File: config.mk
export PLATFORM = sky130hd
export DESIGN_NAME = regIf3w
export DESIGN_NICKNAME = d
export VERILOG_FILES = /design/src/rtl/regIfPkg.sv /design/src/rtl/regIfCtrl.sv /design/src/rtl/regIfBank.sv /design/src/rtl/regIf3w.sv
export SDC_FILE = /design/constraint.sdc
export NUM_CORES = 1
export LEC_CHECK = 0
export BUFFER_PORTS_ARGS = -buffer_cell sky130_fd_sc_hd__buf_2
export CAP_MARGIN = 25
export CORE_AREA = 2 2 108 189
export DETAILED_ROUTE_END_ITERATION = 8
export DIE_AREA = 0 0 110 191
export PLACE_DENSITY_LB_ADDON = 0.15
export SYNTH_ARGS = -nofsm -noshare
export SYNTH_HDL_FRONTEND = slang
export SYNTH_HIERARCHICAL = 1
export SYNTH_SLANG_ARGS = --single-unit
export TNS_END_PERCENT = 1
File: constraint.sdc
create_clock -name clk -period 7.9 [get_ports clk]
set_input_delay 0.395 -clock clk [delete_from_list [all_inputs] [get_ports clk]]
set_output_delay 0.395 -clock clk [all_outputs]
set_load 0.005 [all_outputs]
File: src/rtl/regIfPkg.sv
package regIfPkg;
  localparam int NUM_REGS    = 5;
  localparam int MAX_LEN     = 11;
  localparam int HDR_BITS    = 5;
  localparam int ADDR_W      = 3;
  localparam int IDX_W       = $clog2(MAX_LEN + 1);
  localparam int BIT_CNT_W   = 7;
  localparam int FE_W        = 6;
  localparam int SOFT_RST_BIT = 4;
  localparam int GAIN_EN_BIT  = 3;
  localparam int FE_FIXED     = 63;

  typedef logic [MAX_LEN-1:0] word_t;

  typedef struct packed {
    logic                 frameStart;
    logic                 commit;
    logic                 wrEn;
    logic [ADDR_W-1:0]    wrAddr;
    word_t                wrData;
    logic                 rdShift;
    logic [ADDR_W-1:0]    rdAddr;
    logic [BIT_CNT_W-1:0] rdIdx;
  } strobe_t;

  function automatic int regLen(input logic [ADDR_W-1:0] a);
    case (a)
      3'd0: return 11;
      3'd1: return 10;
      3'd2: return 8;
      3'd3: return 10;
      3'd4: return 6;
      default: return MAX_LEN;
    endcase
  endfunction

  function automatic word_t regInit(input logic [ADDR_W-1:0] a);
    case (a)
      3'd1: return word_t'(11'h096);
      3'd2: return word_t'(11'h080);
      default: return '0;
    endcase
  endfunction

  function automatic word_t lenMask(input logic [ADDR_W-1:0] a);
    return word_t'((1 << regLen(a)) - 1);
  endfunction
endpackage

File: src/rtl/regIfCtrl.sv
module regIfCtrl
  import regIfPkg::*;
#(
  parameter int SYNC_STAGES = 2
) (
  input  logic    clk,
  input  logic    rstN,
  input  logic    lockBusy,
  input  logic    sLoad,
  input  logic    sClk,
  input  logic    sDataIn,
  output strobe_t strb,
  output logic    sDataOe
);
  logic [SYNC_STAGES-1:0] loadQ, clkQ, dataQ;
  logic loadPrev, clkPrev;
  logic loadS, clkS, dataS;
  logic loadFall, loadRise, clkRise, clkFall;

  logic [BIT_CNT_W-1:0] bitCnt;
  logic [IDX_W-1:0]     dataIdx;
  logic [ADDR_W-1:0]    curAddr;
  logic                 isRead, testBad;
  word_t                accum, bitWord;

  assign loadS    = loadQ[SYNC_STAGES-1];
  assign clkS     = clkQ[SYNC_STAGES-1];
  assign dataS    = dataQ[SYNC_STAGES-1];
  assign loadFall = loadPrev & ~loadS;
  assign loadRise = ~loadPrev & loadS;
  assign clkRise  = ~clkPrev & clkS & ~loadS;
  assign clkFall  = clkPrev & ~clkS & ~loadS;

  always_ff @(posedge clk or negedge rstN) begin
    if (!rstN) begin
      loadQ    <= '1;
      clkQ     <= '0;
      dataQ    <= '0;
      loadPrev <= 1'b1;
      clkPrev  <= 1'b0;
    end else begin
      loadQ    <= {loadQ[SYNC_STAGES-2:0], sLoad};
      clkQ     <= {clkQ[SYNC_STAGES-2:0], sClk};
      dataQ    <= {dataQ[SYNC_STAGES-2:0], sDataIn};
      loadPrev <= loadS;
      clkPrev  <= clkS;
    end
  end

  always_comb begin
    bitWord = accum;
    bitWord[dataIdx] = dataS;
  end

  always_ff @(posedge clk or negedge rstN) begin
    if (!rstN) begin
      strb    <= '0;
      bitCnt  <= '0;
      dataIdx <= '0;
      curAddr <= '0;
      isRead  <= 1'b0;
      testBad <= 1'b0;
      accum   <= '0;
      sDataOe <= 1'b0;
    end else begin
      strb.frameStart <= loadFall;
      strb.commit     <= loadRise;
      strb.wrEn       <= 1'b0;
      strb.rdShift    <= 1'b0;
      if (loadFall || loadRise) sDataOe <= 1'b0;
      if (loadFall) begin
        bitCnt  <= '0;
        dataIdx <= '0;
        curAddr <= '0;
        isRead  <= 1'b0;
        testBad <= 1'b0;
        accum   <= '0;
      end else if (clkRise) begin
        if (bitCnt != '1) bitCnt <= bitCnt + 1'b1;
        case (bitCnt)
          BIT_CNT_W'(0): isRead     <= dataS;
          BIT_CNT_W'(1): curAddr[0] <= dataS;
          BIT_CNT_W'(2): curAddr[1] <= dataS;
          BIT_CNT_W'(3): curAddr[2] <= dataS;
          BIT_CNT_W'(4): testBad    <= dataS;
          default: if (!isRead) begin
            if (int'(dataIdx) == regLen(curAddr) - 1) begin
              strb.wrEn   <= !testBad && !lockBusy;
              strb.wrAddr <= curAddr;
              strb.wrData <= bitWord;
              curAddr     <= curAddr + 1'b1;
              dataIdx     <= '0;
              accum       <= '0;
            end else begin
              accum   <= bitWord;
              dataIdx <= dataIdx + 1'b1;
            end
          end
        endcase
      end else if (clkFall) begin
        if (isRead && !testBad && bitCnt >= BIT_CNT_W'(HDR_BITS)) begin
          strb.rdShift <= 1'b1;
          strb.rdAddr  <= curAddr;
          strb.rdIdx   <= bitCnt - BIT_CNT_W'(HDR_BITS);
          sDataOe      <= 1'b1;
        end
      end
    end
  end

  AST_OE_ONLY_READ: assert property (@(posedge clk) disable iff (!rstN)
    sDataOe |-> isRead) else $error("drive enable outside a read frame");

  AST_NO_WRITE_IN_READ: assert property (@(posedge clk) disable iff (!rstN)
    strb.wrEn |-> !isRead) else $error("write strobe in a read frame");
endmodule

File: src/rtl/regIfBank.sv
module regIfBank
  import regIfPkg::*;
(
  input  logic                               clk,
  input  logic                               rstN,
  input  strobe_t                            strb,
  output logic [NUM_REGS-1:0][MAX_LEN-1:0]   liveVec,
  output logic [FE_W-1:0]                    feGainEff,
  output logic                               sDataOut
);
  logic [NUM_REGS-1:0][MAX_LEN-1:0] shadowVec;
  logic [NUM_REGS-1:0][MAX_LEN-1:0] initVec;
  logic [NUM_REGS-1:0]              pendVec;
  logic                             softRst;
  logic                             rdBit;

  assign softRst = pendVec[0] && shadowVec[0][SOFT_RST_BIT];

  for (genvar gi = 0; gi < NUM_REGS; gi++) begin : gReg
    localparam logic [ADDR_W-1:0] MY_ADDR = ADDR_W'(gi);
    word_t shadowQ, liveQ;
    logic  pendQ;
    always_ff @(posedge clk or negedge rstN) begin
      if (!rstN) begin
        shadowQ <= '0;
        pendQ   <= 1'b0;
        liveQ   <= regInit(MY_ADDR);
      end else begin
        if (strb.frameStart) pendQ <= 1'b0;
        else if (strb.wrEn && strb.wrAddr == MY_ADDR) begin
          shadowQ <= strb.wrData & lenMask(MY_ADDR);
          pendQ   <= 1'b1;
        end else if (strb.commit) pendQ <= 1'b0;
        if (strb.commit) begin
          if (softRst) liveQ <= regInit(MY_ADDR);
          else if (pendQ) liveQ <= shadowQ;
        end
      end
    end
    assign shadowVec[gi] = shadowQ;
    assign liveVec[gi]   = liveQ;
    assign pendVec[gi]   = pendQ;
    assign initVec[gi]   = regInit(MY_ADDR);
  end

  assign feGainEff = liveVec[3][GAIN_EN_BIT] ? liveVec[4][FE_W-1:0] : FE_W'(FE_FIXED);

  always_comb begin
    rdBit = 1'b0;
    for (int i = 0; i < NUM_REGS; i++)
      if (strb.rdAddr == ADDR_W'(i) && int'(strb.rdIdx) < regLen(ADDR_W'(i)))
        rdBit = liveVec[i][strb.rdIdx[IDX_W-1:0]];
  end

  always_ff @(posedge clk or negedge rstN) begin
    if (!rstN) sDataOut <= 1'b0;
    else if (strb.frameStart) sDataOut <= 1'b0;
    else if (strb.rdShift) sDataOut <= rdBit;
  end

  AST_LIVE_HOLD: assert property (@(posedge clk) disable iff (!rstN)
    !strb.commit |=> $stable(liveVec)) else $error("register moved without commit");

  AST_PEND_CLEARED: assert property (@(posedge clk) disable iff (!rstN)
    strb.commit |=> pendVec == '0) else $error("pending flag survived commit");

  AST_SOFT_RESET: assert property (@(posedge clk) disable iff (!rstN)
    strb.commit && softRst |=> liveVec == initVec) else $error("soft reset incomplete");
endmodule

File: src/rtl/regIf3w.sv
module regIf3w
  import regIfPkg::*;
#(
  parameter int LOCK_CYCLES = 20000,
  parameter int SYNC_STAGES = 2
) (
  input  logic        clk,
  input  logic        rstN,
  input  logic        sLoad,
  input  logic        sClk,
  input  logic        sDataIn,
  output logic        sDataOut,
  output logic        sDataOe,
  output logic [10:0] opWord,
  output logic [9:0]  gainCode,
  output logic [7:0]  clampLevel,
  output logic [9:0]  ctrlWord,
  output logic [5:0]  feGainCode,
  output logic [5:0]  feGainEff
);
  localparam int LOCK_W = $clog2(LOCK_CYCLES + 2);

  logic [LOCK_W-1:0]                lockCnt;
  logic                             lockBusy;
  strobe_t                          ctrlStrb;
  logic [NUM_REGS-1:0][MAX_LEN-1:0] liveVec;
  logic                             unusedHi;

  assign lockBusy = lockCnt != LOCK_W'(LOCK_CYCLES);

  always_ff @(posedge clk or negedge rstN) begin
    if (!rstN) lockCnt <= '0;
    else if (lockBusy) lockCnt <= lockCnt + 1'b1;
  end

  regIfCtrl #(.SYNC_STAGES(SYNC_STAGES)) uCtrl (
    .clk(clk), .rstN(rstN), .lockBusy(lockBusy),
    .sLoad(sLoad), .sClk(sClk), .sDataIn(sDataIn),
    .strb(ctrlStrb), .sDataOe(sDataOe)
  );

  regIfBank uBank (
    .clk(clk), .rstN(rstN), .strb(ctrlStrb),
    .liveVec(liveVec), .feGainEff(feGainEff), .sDataOut(sDataOut)
  );

  assign opWord     = liveVec[0][10:0];
  assign gainCode   = liveVec[1][9:0];
  assign clampLevel = liveVec[2][7:0];
  assign ctrlWord   = liveVec[3][9:0];
  assign feGainCode = liveVec[4][5:0];
  assign unusedHi   = ^{liveVec[1][10], liveVec[2][10:8], liveVec[3][10], liveVec[4][10:6]};

  AST_LOCK_BLOCKS_WRITE: assert property (@(posedge clk) disable iff (!rstN)
    lockBusy |-> !ctrlStrb.wrEn) else $error("write during lockout");
endmodule

==> flow_metrics.tcl, run 1 <==
set metrics [dict create \
    ir_drop_mv 0.1811 \
    syn_nets 795 \
    die_area_mm2 0.02101 \
    route.vias.total 6085 \
    cts_hold_buf 0 \
    rows 68 \
    r2r_slack_ps 4320 \
    r2r_cells 11 \
    outcome "completed" \
    routabilityCongestion 0.8258 \
    finalPower_w 0.001902 \
    fin_tns_setup_ps 0 \
    final_max_slew_viol_count 0 \
    cp_slowest_cell "nor4_4" \
    cts_tree "yes" \
    seq_area_mm2 0.004389 \
    setup_viol 0 \
    post-route-drc-count 0 \
    numCtsBuffers 17 \
    dp.final_hpwl_um 14900 \
    firstDrtPassIters 5 \
    cts.sinks 175 \
    ant_nets 0 \
    end_kind "register" \
    startpoint_type "register" \
    area_growth_pct 12.58 \
    core-area_mm2 0.01948 \
    cp.arrival_ps 3890 \
    power.density_mw_per_mm2 197.5 \
    antenna_found_initial 0 \
    wirelength_um 20610 \
    place_inst 1039 \
    syn_inst 771 \
    htree_num_levels 4 \
    clock_skew_ps 7.485 \
    rsz0062_at_grt "no" \
    syn-cell-area_mm2 0.008556 \
    worstPathCellList "ha_1 > ha_1 > nor4b_1 > ha_1 > xnor2_1 > nor2_1 > o221ai_2 > buf_4 > nor4_4 > buf_6 > mux2_2" \
    initial_core_util 0.4391 \
    layout.nets 840 \
    slew_headroom 0.3315 \
    wl_per_cell_um 19.21 \
    post_cts_resized 0 \
    drt_iter0_drc 355 \
    cp_max_fo 24 \
    rr_startpoint "uCtrl/curAddr[0]" \
    vias_per_cell 5.671 \
    antenna_cells 0 \
    p_leak_nw 4.520 \
    tightest_slew_ps 993.6 \
    cts.clk_slew.worst_paths_ps 60 \
    hold_viol_final 0 \
    clockBufferDepth 2 \
    drv_cap 0 \
    min_path_type "primary input to async pin" \
    ioPinCount 58 \
    period_minus_slack_ps 3578 \
    grt_max_degree 103 \
    hold_ws_ps 56.69 \
    grt_pass1_vias 6079 \
    post-cts-setup-buffers 0 \
    critical_path.max_stage_delay_ps 570 \
    grtUsageTotal 0.2056 \
    fillers 1774 \
    cpMostUsedCell "ha_1" \
    fmax_mhz 279.5 \
    io_buffers 57 \
    grt_pass1_wl_um 32440 \
    multi_input_area_mm2 0.003899 \
    yosysWarningCount 6 \
    cts_root_buffer "clkbuf_16" \
    clk_latency_ps 430 \
    die_h_um 191 \
    r2r-end "uCtrl/strb[12]" \
    dieWidth_um 110 \
    grt.overflow.total 0 \
    layout-drive-gt1-share 0.2391 \
    crit_required_ps 8210 \
    path_class "register to register" \
    syn_area_per_cell_um2 11.10 \
    post-route-period-util 0.4529 \
    final_cells 1073 \
]
-- worst max-delay path: cells and delay by family (launching register included) --
family	cells	cell delay [ps]
buffers and inverters	2	460
adder cells (fa/ha/maj)	3	810
XOR/XNOR	1	120
multiplexers	1	340
AND/OR/NAND/NOR	3	1180
AO/OA/AOI/OAI	1	100
flip-flops	1	440
-- layout by cell type (no fill, tap or decap), types with 12 or more instances in the layout --
master,n
nand2_1,92
a22o_1,13
nand3_1,21
dfrtp_1,167
buf_2,56
clkbuf_16,17
inv_1,21
nor4_1,13
a21oi_1,13
o21ai_0,49
nor2_1,36
ha_1,19
mux2_4,12
xnor2_1,12
nand2b_1,19
xor2_1,12
mux2_2,69
-- flip-flops by register name (all words and copies together), names as in the netlist, 3 cells and up --
| signal | flops |
|---|---|
| uBank/gReg.liveQ | 45 |
| uCtrl/bitCnt | 7 |
| uBank/gReg.pendQ | 5 |
| lockCnt | 15 |
| uCtrl/accum | 11 |
| uCtrl/dataIdx | 4 |
| uBank/gReg.shadowQ | 45 |
| uCtrl/strb | 28 |
| uCtrl/curAddr | 3 |
-- per-layer routing --
layer | wire (um) | vias to the layer above | GRT usage
met5 | 0 | - | 0
met4 | 552 | 0 | 0.08812
met3 | 647 | 39 | 0.04091
met2 | 11690 | 117 | 0.3794
met1 | 7723 | 3078 | 0.2206
li1 | - | 2851 | -
-- worst max path at each step --
stage               cells after the start        startpoint        endpoint
finish                                 11  uCtrl/curAddr[0]  uCtrl/strb[12]
global placement                       10  uCtrl/curAddr[0]  uCtrl/strb[15]
floorplan                              10  uCtrl/curAddr[0]  uCtrl/strb[11]
CTS                                    10  uCtrl/curAddr[0]  uCtrl/strb[12]
detailed placement                     10  uCtrl/curAddr[0]  uCtrl/strb[12]
global route                           11  uCtrl/curAddr[0]  uCtrl/strb[13]
-- where the power goes --
part           internal, W  switching, W
Clock             0.000486      0.000331
Sequential        0.000915     0.0000194
Combinational    0.0000506      0.000100
Total              0.00145      0.000451
-- stage by stage --
step / setup WS (ps) / cell area, um2 / util
3_5_place_dp: 4133 / 9017 / 0.4628
3_3_place_gp: 4229 / 9010 / 0.4624
6_report: 4322 / 9632 / 0.4943
2_1_floorplan: 4990 / 8556 / -
4_1_cts: 4119 / 9585 / 0.4920
5_1_grt: 4098 / 9632 / 0.4943
-- cell type report --
cell class	instances	share of cell area
multi-input cells	534	0.4048
clock buffers	23	0.04962
repair buffers	67	0.04053
flip-flops and latches	175	0.4557
clock inverters	8	0.009353
well taps	245	0.03183
inverters	21	0.008184
Power figures use the tool's default switching activity.
==> run 2, diff against run 1 <==
ABC_AREA = 1   (was not set)
CORE_AREA = 2 2 108 188   (was 2 2 108 189)
DIE_AREA = 0 0 110 190   (was 0 0 110 191)
clock period = 3.06 ns   (was 7.9 ns; I/O delays follow)
==> run 2 against run 1 <==
  * Routed wire length up 0.75%
  * Count of clock-buffer cells in the layout fell by 3
  * Critical path type unchanged
  * Maximum frequency up 38%
  * Non-clock buffer count increased by 7
  * First-iteration DRC count grew 0.56%
  * Synthesized cell count up 33%
==> flow_metrics.tcl, run 2 <==
set metrics [dict create \
    outcome "completed" \
    cp.arrival_ps 2900 \
    wirelength_um 20770 \
    post-route-drc-count 0 \
    htree_num_levels 4 \
    path_depth 15 \
    layout-drive-gt1-share 0.1324 \
    r2r_slack_ps 470 \
    multi_input_area_mm2 0.003455 \
    r2r-end "uCtrl/dataIdx[1]" \
    die_area_mm2 0.02090 \
    route.vias.total 6846 \
    end_kind "register" \
    r2r_cells 15 \
    cpMostUsedCell "ha_1" \
    grt_pass1_wl_um 34200 \
    slew_headroom 0.4858 \
    cts.clk_slew.worst_paths_ps 60 \
    syn_area_per_cell_um2 8.270 \
    clk_latency_ps 440 \
    area_growth_pct 13.57 \
    rr_startpoint "uCtrl/curAddr[0]" \
    setup_viol 0 \
    syn-cell-area_mm2 0.008493 \
    cp_slowest_cell "dfrtp_1" \
    p_int_w 0.004031 \
    numCtsBuffers 17 \
    die_h_um 190 \
    fmax_mhz 386.2 \
    crit_family "adder cells" \
    ant_nets 0 \
    path_buf_inv 3 \
    rows 68 \
    final_common_cell "nand2_1" \
    power.density_mw_per_mm2 589.5 \
    io_buffers 57 \
    routabilityCongestion 0.8158 \
    combPwrFrac 0.159 \
    min_path_type "primary input to async pin" \
    antenna_cells 0 \
    hold_viol_final 0 \
    fin_tns_setup_ps 0 \
    cts.sinks 175 \
    grt.overflow.total 0 \
    post-route-period-util 0.8462 \
    fillers 1909 \
    firstDrtPassIters 5 \
    cts_root_buffer "clkbuf_16" \
    clock_skew_ps 7.037 \
    grt_pass1_vias 6760 \
    top_regs "uBank/gReg.liveQ x45, uBank/gReg.shadowQ x45, uCtrl/strb x28" \
    worstPathCellList "ha_1 > ha_1 > inv_1 > nand3_2 > inv_1 > ha_1 > a21oi_1 > o21ai_0 > a21oi_1 > nand3_2 > nand2_1 > nor2_1 > buf_4 > nand2_1 > o21ai_0" \
    cts_tree "yes" \
    seq_area_mm2 0.004389 \
    layout.nets 1106 \
    startpoint_type "register" \
    ir_drop_mv 0.3528 \
    period_minus_slack_ps 2589 \
    critical_path.max_stage_delay_ps 450 \
    cp_max_fo 12 \
    final_cells 1340 \
    antenna_found_initial 0 \
    power_frac_clock 0.399 \
    p_leak_nw 4.603 \
    wl_per_cell_um 15.50 \
    final_max_slew_viol_count 0 \
    p_seq_frac 0.443 \
    clockBufferDepth 2 \
    crit_required_ps 3370 \
    vias_per_cell 5.109 \
    initial_core_util 0.4359 \
    yosysWarningCount 6 \
    tightest_slew_ps 771.2 \
    drt_iter0_drc 357 \
    syn_nets 1051 \
    post-cts-setup-buffers 0 \
    grt_max_degree 79 \
    grtUsageTotal 0.2154 \
    final_cell_mix "nand2_1 (281), dfrtp_1 (167), o21ai_0 (135), inv_1 (105), nand3_1 (87)" \
    place_inst 1304 \
    p_switching_w 0.001655 \
    core-area_mm2 0.01948 \
    hold_ws_ps 315.2 \
    path_class "register to register" \
    dieWidth_um 110 \
    syn_inst 1027 \
    ioPinCount 58 \
    p_sw_frac 0.2911 \
    dp.final_hpwl_um 15300 \
    rsz0062_at_grt "no" \
    drv_cap 0 \
]
==> run 2: what timing repair did <==
action,in CTS,in global routing
endpoints found under the hold margin,73,0
hold buffers,4,0
resized for setup,0,0
==> run 2: area by class of cell <==
type                    count  area share
flip-flops and latches    175      0.4551
multi-input cells         702      0.3582
clock buffers              20     0.04735
repair buffers             74     0.04709
inverters                 112     0.04410
well taps                 245     0.03178
clock inverters            12     0.01647
==> run 2: power by group through the flow <==
stage	clock network [W]	registers, W	logic [W]
after floorplan	0	0.00250	0.000689
after global placement	0	0.00256	0.000897
after detailed placement	0	0.00256	0.000901
after CTS	0.00232	0.00252	0.000909
after global routing	0.00241	0.00254	0.00104
final	0.00227	0.00252	0.000902
==> run 2: how the worst max path moves through the flow <==
stage                      from               end  slack, ps
6_report       uCtrl/curAddr[0]  uCtrl/dataIdx[1]        470
5_1_grt        uCtrl/curAddr[0]  uCtrl/dataIdx[1]        120
4_1_cts        uCtrl/curAddr[0]    uCtrl/strb[15]        470
3_5_place_dp   uCtrl/curAddr[0]  uCtrl/dataIdx[1]        470
3_3_place_gp   uCtrl/curAddr[0]  uCtrl/dataIdx[1]        580
2_1_floorplan  uCtrl/curAddr[0]    uCtrl/strb[23]        650
==> run 2: stage by stage <==
step | instance area, um2 | utilization | worst slack (ps) | total power (W)
global route | 9646 | 0.4951 | 124.0 | 0.005990
detailed placement | 8990 | 0.4614 | 474.8 | 0.003462
global placement | 8990 | 0.4614 | 575.8 | 0.003457
finish | 9646 | 0.4951 | 470.5 | 0.005686
floorplan | 8493 | - | 649.6 | 0.003191
CTS | 9646 | 0.4951 | 471.5 | 0.005743
==> run 2: per-layer routing <==
layer,track usage,vias up,share of wire
li1,-,3446,-
met1,0.2351,3241,0.38
met2,0.4056,121,0.57
met3,0.03529,38,0.026
met4,0.07692,0,0.022
met5,0,-,0
